===== src/rtl/pfx_pkg.sv =====
package pfx_pkg;

    // Outcome category codes
    typedef enum logic [2:0] {
        CAT_USELESS       = 3'd0,
        CAT_USEFUL        = 3'd1,
        CAT_HARMFUL       = 3'd2,
        CAT_USELESS_RMT   = 3'd3,
        CAT_USELESS_CNF   = 3'd4,
        CAT_USEFUL_CNF    = 3'd5,
        CAT_HARMFUL_CNF   = 3'd6,
        CAT_USELESS_CNF_R = 3'd7
    } pfx_cat_e;

    // Event kinds
    typedef enum logic [1:0] {
        EV_LOCAL_HIT   = 2'd0,
        EV_DISPLACED   = 2'd1,
        EV_REMOTE_INV  = 2'd2,
        EV_REMOTE_READ = 2'd3
    } pfx_evt_e;

    localparam int NUM_CAT = 8;

endpackage


===== src/rtl/pfx_transition.sv =====
module pfx_transition
    import pfx_pkg::*;
(
    input  logic [2:0] cat_in,
    input  logic [1:0] kind,
    output logic [2:0] cat_out
);
    pfx_cat_e cur;
    pfx_cat_e nxt;

    always_comb begin
        cur = pfx_cat_e'(cat_in);
        nxt = cur;                       // undefined moves keep state
        unique case (pfx_evt_e'(kind))
            EV_LOCAL_HIT: begin
                if (cur == CAT_USELESS)          nxt = CAT_USEFUL;
                else if (cur == CAT_USELESS_CNF) nxt = CAT_USEFUL_CNF;
            end
            EV_DISPLACED: begin
                unique case (cur)
                    CAT_USELESS:     nxt = CAT_USELESS_CNF;
                    CAT_USEFUL:      nxt = CAT_USEFUL_CNF;
                    CAT_HARMFUL:     nxt = CAT_HARMFUL_CNF;
                    CAT_USELESS_RMT: nxt = CAT_USELESS_CNF_R;
                    default:         nxt = cur;
                endcase
            end
            EV_REMOTE_INV: begin
                if (cur == CAT_USELESS)          nxt = CAT_HARMFUL;
                else if (cur == CAT_USELESS_CNF) nxt = CAT_HARMFUL_CNF;
            end
            EV_REMOTE_READ: begin
                if (cur == CAT_USELESS)          nxt = CAT_USELESS_RMT;
                else if (cur == CAT_USELESS_CNF) nxt = CAT_USELESS_CNF_R;
            end
            default: nxt = cur;
        endcase
        cat_out = nxt;
    end

endmodule


===== src/rtl/pfx_cat_counter.sv =====
module pfx_cat_counter #(
    parameter int CNT_W = 32
) (
    input  logic             clk,
    input  logic             rst_n,
    input  logic             clr,
    input  logic [1:0]       inc,
    output logic [CNT_W-1:0] count
);
    localparam logic [CNT_W-1:0] MAXV = {CNT_W{1'b1}};

    logic [CNT_W-1:0] cnt_d, cnt_q;
    logic [CNT_W:0]   sum;

    always_comb begin
        sum = {1'b0, cnt_q} + {{(CNT_W-1){1'b0}}, inc};
        if (clr)              cnt_d = '0;
        else if (sum[CNT_W])  cnt_d = MAXV;         // saturate
        else                  cnt_d = sum[CNT_W-1:0];
    end

    always_ff @(posedge clk or negedge rst_n) begin
        if (!rst_n) cnt_q <= '0;
        else        cnt_q <= cnt_d;
    end

    assign count = cnt_q;

endmodule


===== src/rtl/pfx_outcome_tracker.sv =====
module pfx_outcome_tracker
    import pfx_pkg::*;
#(
    parameter  int SLOTS  = 16,
    parameter  int CNT_W  = 32,
    localparam int SLOT_W = $clog2(SLOTS)
) (
    input  logic              clk,
    input  logic              rst_n,
    input  logic              clr,
    input  logic              fill_vld,
    input  logic [SLOT_W-1:0] fill_slot,
    input  logic              evt_vld,
    input  logic [1:0]        evt_kind,
    input  logic [SLOT_W-1:0] evt_slot,
    input  logic              evict_vld,
    input  logic [SLOT_W-1:0] evict_slot,
    input  logic [2:0]        rd_cat,
    output logic [CNT_W-1:0]  rd_count
);

    typedef struct packed {
        logic [SLOTS-1:0]      valid;
        logic [SLOTS-1:0][2:0] cat;
    } slot_t;

    slot_t slot_d, slot_q;

    logic [2:0] evt_cur, evt_nxt;
    logic [1:0] inc_d [NUM_CAT];
    logic [CNT_W-1:0] cnt [NUM_CAT];

    // Output of the single event transition
    assign evt_cur = slot_q.cat[evt_slot];

    pfx_transition u_trans (
        .cat_in  (evt_cur),
        .kind    (evt_kind),
        .cat_out (evt_nxt)
    );

    // Next state: event, then eviction, then fill
    always_comb begin
        slot_d = slot_q;
        for (int c = 0; c < NUM_CAT; c++) inc_d[c] = 2'd0;

        // event only on a valid slot
        if (evt_vld && slot_q.valid[evt_slot])
            slot_d.cat[evt_slot] = evt_nxt;

        // count final category of a valid evicted slot
        if (evict_vld && slot_d.valid[evict_slot]) begin
            inc_d[slot_d.cat[evict_slot]] = inc_d[slot_d.cat[evict_slot]] + 2'd1;
            slot_d.valid[evict_slot] = 1'b0;
        end

        // fill restarts slot, counting any live occupant
        if (fill_vld) begin
            if (slot_d.valid[fill_slot])
                inc_d[slot_d.cat[fill_slot]] = inc_d[slot_d.cat[fill_slot]] + 2'd1;
            slot_d.valid[fill_slot] = 1'b1;
            slot_d.cat[fill_slot]   = CAT_USELESS;
        end


        if (clr) begin
            slot_d = '0;
            for (int c = 0; c < NUM_CAT; c++) inc_d[c] = 2'd0;
        end
    end

    always_ff @(posedge clk or negedge rst_n) begin
        if (!rst_n) slot_q <= '0;
        else        slot_q <= slot_d;
    end

    // One saturating counter per outcome category
    for (genvar c = 0; c < NUM_CAT; c++) begin : g_cnt
        pfx_cat_counter #(.CNT_W(CNT_W)) u_cnt (
            .clk   (clk),
            .rst_n (rst_n),
            .clr   (clr),
            .inc   (inc_d[c]),
            .count (cnt[c])
        );
    end

    assign rd_count = cnt[rd_cat];

    // Flattened views for the bound checker
    logic [SLOTS-1:0]         valid_flat;
    logic [SLOTS*3-1:0]       cat_flat;
    logic [NUM_CAT*CNT_W-1:0] cnt_flat;

    assign valid_flat = slot_q.valid;
    for (genvar s = 0; s < SLOTS; s++) begin : g_flat_s
        assign cat_flat[s*3 +: 3] = slot_q.cat[s];
    end
    for (genvar c = 0; c < NUM_CAT; c++) begin : g_flat_c
        assign cnt_flat[c*CNT_W +: CNT_W] = cnt[c];
    end

endmodule


===== config.mk =====
export PLATFORM = sky130hd
export DESIGN_NAME = pfx_outcome_tracker
export DESIGN_NICKNAME = d
export VERILOG_FILES = /design/src/rtl/pfx_pkg.sv /design/src/rtl/pfx_transition.sv /design/src/rtl/pfx_cat_counter.sv /design/src/rtl/pfx_outcome_tracker.sv
export SDC_FILE = /design/constraint.sdc
export NUM_CORES = 1
export LEC_CHECK = 0
export BUFFER_PORTS_ARGS = -buffer_cell sky130_fd_sc_hd__buf_2
export CORE_MARGIN = 4
export CORE_UTILIZATION = 50
export DETAILED_ROUTE_END_ITERATION = 12
export PLACE_DENSITY = 0.66
export SYNTH_ARGS = -nofsm -noshare
export SYNTH_HDL_FRONTEND = slang
export SYNTH_HIERARCHICAL = 1
export SYNTH_SLANG_ARGS = --single-unit
export TNS_END_PERCENT = 1

===== constraint.sdc =====
create_clock -name clk -period 8.1 [get_ports clk]
set_input_delay 1.215 -clock clk [delete_from_list [all_inputs] [get_ports clk]]
set_output_delay 1.215 -clock clk [all_outputs]
set_load 0.005 [all_outputs]

==> results of run 1 <==
[cell usage in the layout, fill, tap and decap left out, types with 9 or more instances in the layout]
cell type,count
xor2_1,60
nor2b_1,20
or3_1,21
ha_1,16
nand2b_1,36
nand3_1,78
mux2_2,38
a31oi_1,41
and2_1,38
o21bai_1,12
o21ai_0,37
and4_1,26
nor4b_1,12
or4_1,14
clkinv_2,9
a2111oi_0,11
mux4_2,87
a311oi_1,12
dfrtp_1,320
nand2_1,184
a211oi_1,44
nand4_1,48
nor2_1,124
a21o_1,10
nor3_1,84
nor4_1,53
clkbuf_16,39
and3_1,63
a21oi_1,256
inv_1,70
o31ai_1,13
nor3b_1,10
buf_2,51
mux2i_1,38
buf_4,56
xnor2_1,104
[flip-flops by register name, summed over array words and instances, names as in the netlist]
signal and count:
valid_flat 16, g_cnt.u_cnt/count 256, cat_flat 48
[cell type report]
type                            count  area (sq um)  area share, %
Timing Repair Buffer              111           746           3.13
Clock buffer                       50          1070           4.48
Clock inverter                     21           327           1.37
Tap cell                          577           722           3.03
Sequential cell                   320          8010           33.6
Multi-Input combinational cell   1740         12700           53.3
Inverter                           71           267           1.12
[worst max-delay path, delay by kind of cell]
family / cells / cell delay [ps]
adder cells (fa/ha/maj): 1 / 510
buffers and inverters: 5 / 1310
AND/OR/NAND/NOR: 9 / 3170
AO/OA/AOI/OAI: 3 / 630
XOR/XNOR: 1 / 180
multiplexers: 2 / 1000
[logic make-up after synthesis]
group | count (synthesis) | share of synthesized area, %
flip-flops | 320 | 37.0
multiplexers | 163 | 12.8
adder cells (fa/ha/maj) | 24 | 1.67
AND/OR/NAND/NOR | 880 | 22.8
XOR/XNOR | 164 | 6.64
AO/OA/AOI/OAI | 509 | 14.8
buffers and inverters | 216 | 4.31
[stage by stage]
stage               hold slack, ps  utilization, %
finish                         561            56.3
detailed placement             551            53.0
floorplan                      474               -
global placement               529            53.0
global route                   585            56.3
CTS                            557            56.3
[report_power, final]
part / internal [mW] / switching (mW)
Clock: 1.16 / 0.750
Combinational: 0.0758 / 0.196
Sequential: 1.60 / 0.00779
[path summary, 6_finish.rpt]
check / depth (start not counted) / slack, ps / startpoint / to
setup / recovery: 21 / 560 / evt_slot[0] / g_cnt[5].u_cnt/count[10]
hold / removal: 1 / 560 / g_cnt[5].u_cnt/count[24] / g_cnt[5].u_cnt/count[24]
setup reg to reg: 19 / 1390 / cat_flat[47] / g_cnt[5].u_cnt/count[10]
hold reg to reg: 1 / 560 / g_cnt[5].u_cnt/count[24] / g_cnt[5].u_cnt/count[24]
max in group asynchronous: 2 / 5990 / rst_n / g_cnt[7].u_cnt/count[29]
min in group asynchronous: 1 / 630 / rst_n / g_cnt[2].u_cnt/count[4]
[routing by layer]
metal | vias to the layer above | routed length [microns] | share of wire [%]
met4 | 0 | 2240 | 3.3
met2 | 924 | 30600 | 44
met3 | 176 | 6850 | 9.9
met5 | - | 0 | 0
li1 | 8512 | - | -
met1 | 9396 | 29200 | 42
==> flow_summary.yaml, run 1 <==
cts:
  htree_levels: 2
  cts.sinks: 320
  root_buffer: "clkbuf_16"
  hold_buffers: 0
  cts.path.max_buffers: 3
  path_clk_slew_ps: 60
  insertion_delay_ps: 590
  cts_made_buffers: 39
  cts_tree: "yes"
  ctsResizeCount: 0
  postCtsSetupBuffers: 0
sta:
  setup_violations: 0
  slew_headroom_pct: 25.5
  finalWorstSetupSlack_ps: 562
  tightest_slew_ps: 1110
  drv_slew: 0
  period_needed_ps: 7540
  rsz0062_at_grt: "false"
  tns_ps: 0
  post-route-period-util_pct: 93.1
  fmax_mhz: 133
  finalHoldViolations: 0
  finClkSkew_ps: 26.3
synth:
  synth_top_area_cell: "dfrtp_1"
  synth_area_leaders: "dfrtp_1 (37%), mux4_2 (9.1%), a21oi_1 (5.9%)"
  yosysWarnings: 6
  synth_flop_cell: "dfrtp_1"
  synth_edf_count: 0
  avgSynthCellArea_sq_um: 9.51
  synthArstFlopShare_pct: 100
  ys_ff_latch: 320
  ys_top_cells_by_count: "dfrtp_1 (320), a21oi_1 (256), nand2_1 (184), nor2_1 (124), xnor2_1 (104)"
  yosysSeqAreaShare_pct: 37.0
  synthesis.nets: 2323
  ys_types: 102
  yosysTopAreaCellShare_pct: 37.0
  netlist_instances: 2276
  yosysMostFrequentCell: "dfrtp_1"
  synth_area_sq_um: 21600
place:
  io_buffers: 54
  gp_congestion: 0.995
  place_area_sq_um: 22400
  pre_cts_ws_ps: 95.9
  dpl.cell_count: 2819
  hpwl_mm: 49.8
final_layout:
  drive_gt1_share_pct: 15.0
  fin_nets: 2330
  stdcell_count: 2890
  fill_cells: 3717
  diodes: 0
  stdcell_area_sq_um: 23800
  area_delta_synth_final_pct: 10.1
worst_setup_path:
  crit_path_end_kind: "flop"
  max_stage_delay_ps: 650
  worstPathRequired_ps: 8580
  critPathSlowestCell: "nor4_1"
  arrival_ps: 8020
  crit_path_frequent_cell: "buf_4"
  crit_chain: "buf_2 > buf_4 > mux4_2 > mux4_2 > a21o_1 > buf_4 > nor4b_1 > nor4b_1 > or4_1 > o311ai_0 > nand4_1 > xnor2_1 > or3_1 > nor4_1 > inv_1 > fa_1 > and4b_1 > and2_0 > nand4_1 > buf_4 > a21oi_1"
  path_class: "in -> reg"
  cp-start-kind: "primary input"
  crit_fanout: 13
grt:
  track_usage_pct: 28.8
  grt_antenna_before_repair: 3
  grt_overflow: 0
  grtUsageMet1_pct: 41.5
  grt_pass1_wl_mm: 107
  grt.met3_usage_pct: 7.30
  use_met2_pct: 43.3
  grt_max_degree: 198
  grt_pass1_vias: 18349
  busiest_layer: "met2"
route:
  drt_iter0_drc: 2294
  wl_mm: 69.0
  post_drt_wl_per_cell_microns: 23.9
  vias_per_cell: 6.58
  drtPass1Iterations: 6
  via_count: 19008
  antenna_left: 0
  drcViolationCount: 0
power_and_ir_drop:
  p_per_area_nw_per_um2: 159
  irDropWorstVdd_uv: 154
  p_total_mw: 3.80
  leakagePower_nw: 9.38
die:
  floorplan.rows: 75
  core-area_sq_um: 42300
  fp.dieH_microns: 216
  die_w_microns: 216
  ioPinCount: 55
  start_util_pct: 51.1
  dieArea_sq_um: 46700
worst_hold_path:
  hp-class: "reg -> reg"
outcome:
  status: "complete, no violations"
job:
  drv_cap: 0
Note: power is estimated with default switching activity, not from simulation.
==> run 2: changes to the inputs <==
--- a/config.mk
+++ b/config.mk
@@ -9,7 +9,7 @@
 export CORE_MARGIN = 4
 export CORE_UTILIZATION = 50
 export DETAILED_ROUTE_END_ITERATION = 12
-export PLACE_DENSITY = 0.66
+export PLACE_DENSITY = 0.78
 export SYNTH_ARGS = -nofsm -noshare
 export SYNTH_HDL_FRONTEND = slang
 export SYNTH_HIERARCHICAL = 1
==> constraint.sdc (replaced) <==
create_clock -name clk -period 7.55 [get_ports clk]
set_input_delay 1.1325 -clock clk [delete_from_list [all_inputs] [get_ports clk]]
set_output_delay 1.1325 -clock clk [all_outputs]
set_load 0.005 [all_outputs]
==> run 2 against run 1 <==
  * Non-clock buffer count grew 20
  * Flip-flop and latch count unchanged
  * Largest cell class unchanged
  * Setup slack worse by 190 ps
  * Die area did not move
  * Total power grew 1.3%
  * Sequential power is 7% higher
  * Register-to-register slack got worse by 330 ps
  * Wire length grew 0.51%
  * Clock power is 5% lower
  * Clock-buffer cell count did not move
  * First-iteration DRC count grew 2.2%
  * Hold slack worse by 22 ps
==> flow_summary.yaml, run 2 (same netlist as run 1, synthesis figures left out) <==
outcome:
  status: "complete, no violations"
power_and_ir_drop:
  switching_share_pct: 25.7
  p_sw_mw: 0.989
  power_frac_seq_pct: 44.9
  p_per_area_nw_per_um2: 161
  comb_power_share_pct: 7.7
  irDropWorstVdd_uv: 143
  internal_power_mw: 2.86
  leakagePower_nw: 9.40
  p_clk_share_pct: 47.4
route:
  vias_per_cell: 6.72
  drt_iter0_drc: 2345
  drcViolationCount: 0
  wl_mm: 69.3
  antenna_left: 0
  via_count: 19511
  post_drt_wl_per_cell_microns: 23.9
  drtPass1Iterations: 7
final_layout:
  fin_nets: 2349
  diodes: 0
  stdcell_count: 2903
  finalCoreUtilization_pct: 56.3
  drive_gt1_share_pct: 15.4
  mostFrequentLayoutCells: "dfrtp_1 (320), a21oi_1 (256), nand2_1 (184)"
  final_common_cell: "dfrtp_1"
  largest_register_ffs: 256
  fill_cells: 3573
  area_delta_synth_final_pct: 10.1
cts:
  root_buffer: "clkbuf_16"
  cts_made_buffers: 38
  cts.path.max_buffers: 3
  insertion_delay_ps: 580
  htree_levels: 2
  cts_tree: "yes"
  cts.sinks: 320
  hold_buffers: 0
  path_clk_slew_ps: 60
grt:
  grt_antenna_before_repair: 0
  track_usage_pct: 29.2
  grt_max_degree: 207
  grt_pass1_wl_mm: 109
  grt_pass1_vias: 19127
  grt_overflow: 0
worst_setup_path:
  r2r_start: "cat_flat[47]"
  arrival_ps: 7640
  reg2reg_slack_ps: 1060
  worstPathRequired_ps: 8010
  setup.worst_path.start: "evt_slot[0]"
  crit_path_end_kind: "flop"
  path_class: "in -> reg"
  cp-start-kind: "primary input"
  crit_fanout: 16
place:
  gp_congestion: 1.01
  hpwl_mm: 49.8
  dpl.cell_count: 2838
  io_buffers: 54
sta:
  fmax_mhz: 139
  tightest_slew_ps: 1080
  post-route-period-util_pct: 95.1
  finClkSkew_ps: 32.2
  tns_ps: 0
  finalHoldViolations: 0
  drv_slew: 0
  setup_violations: 0
  period_needed_ps: 7180
  slew_headroom_pct: 26.0
  rsz0062_at_grt: "false"
die:
  fp.dieH_microns: 216
  core-area_sq_um: 42300
  die_w_microns: 216
  floorplan.rows: 75
  ioPinCount: 55
  dieArea_sq_um: 46700
  start_util_pct: 51.1
worst_hold_path:
  hp-class: "in -> async"
job:
  drv_cap: 0
run 2: worst paths after layout:
path                                            end  depth (start not counted)
max in group asynchronous  g_cnt[3].u_cnt/count[10]                          2
max                        g_cnt[4].u_cnt/count[20]                         22
min                                     cat_flat[0]                          1
min in group clk           g_cnt[1].u_cnt/count[24]                          1
min reg2reg                g_cnt[1].u_cnt/count[24]                          1
max reg2reg                g_cnt[4].u_cnt/count[20]                         20
run 2: timing repair:
item / in CTS / in global routing
gates resized for setup: 0 / 1
setup endpoints to repair: 0 / 1
buffers inserted: 0 / 1
run 2: worst max-delay path, stage by stage:
cell and delay [ps]:
clkbuf_4 250, buf_4 270, mux4_2 560, mux4_2 480, a21o_1 250, inv_1 230, nor3_1 120, a211oi_1 250
a2111oi_0 190, nor4_1 280, buf_4 170, nand3_1 110, xnor2_1 210, or3_1 510, nor4_1 430, buf_4 190
inv_1 50, fa_1 480, nand4b_4 210, or4_4 580, or4_1 510, a31oi_1 200
run 2: layer usage:
layer / vias up / global-route usage (%) / wire length, microns
met4: 0 / 12.4 / 3160
met3: 204 / 5.81 / 6930
met2: 1167 / 45.9 / 32100
li1: 8565 / - / -
met5: - / 0 / 0
met1: 9575 / 39.7 / 27100
run 2: area by class of cell:
cell class	instances	area, sq um	area share [%]
multi-input cells	1740	12700	53.3
flip-flops and latches	320	8010	33.6
clock buffers	50	1050	4.39
repair buffers	131	911	3.82
well taps	577	722	3.03
inverters	71	267	1.12
clock inverters	14	164	0.688
run 2: power by group through the flow:
stage               registers (mW)  logic (mW)  clock network, mW
floorplan                     1.75       0.175                  0
global placement              1.76       0.286                  0
detailed placement            1.76       0.288                  0
CTS                           1.73       0.289               1.85
global route                  1.73       0.318               1.92
finish                        1.73       0.297               1.82
run 2: metrics by stage:
stage	hold WS [ps]	setup WS (ps)	power [mW]	cell area, sq um
4_1_cts	570	375	3.86	23800
2_1_floorplan	474	66.1	1.93	21600
3_5_place_dp	559	-175	2.04	22600
3_3_place_gp	535	-40.4	2.04	22600
5_1_grt	586	48.9	3.96	23800
6_report	539	368	3.85	23800
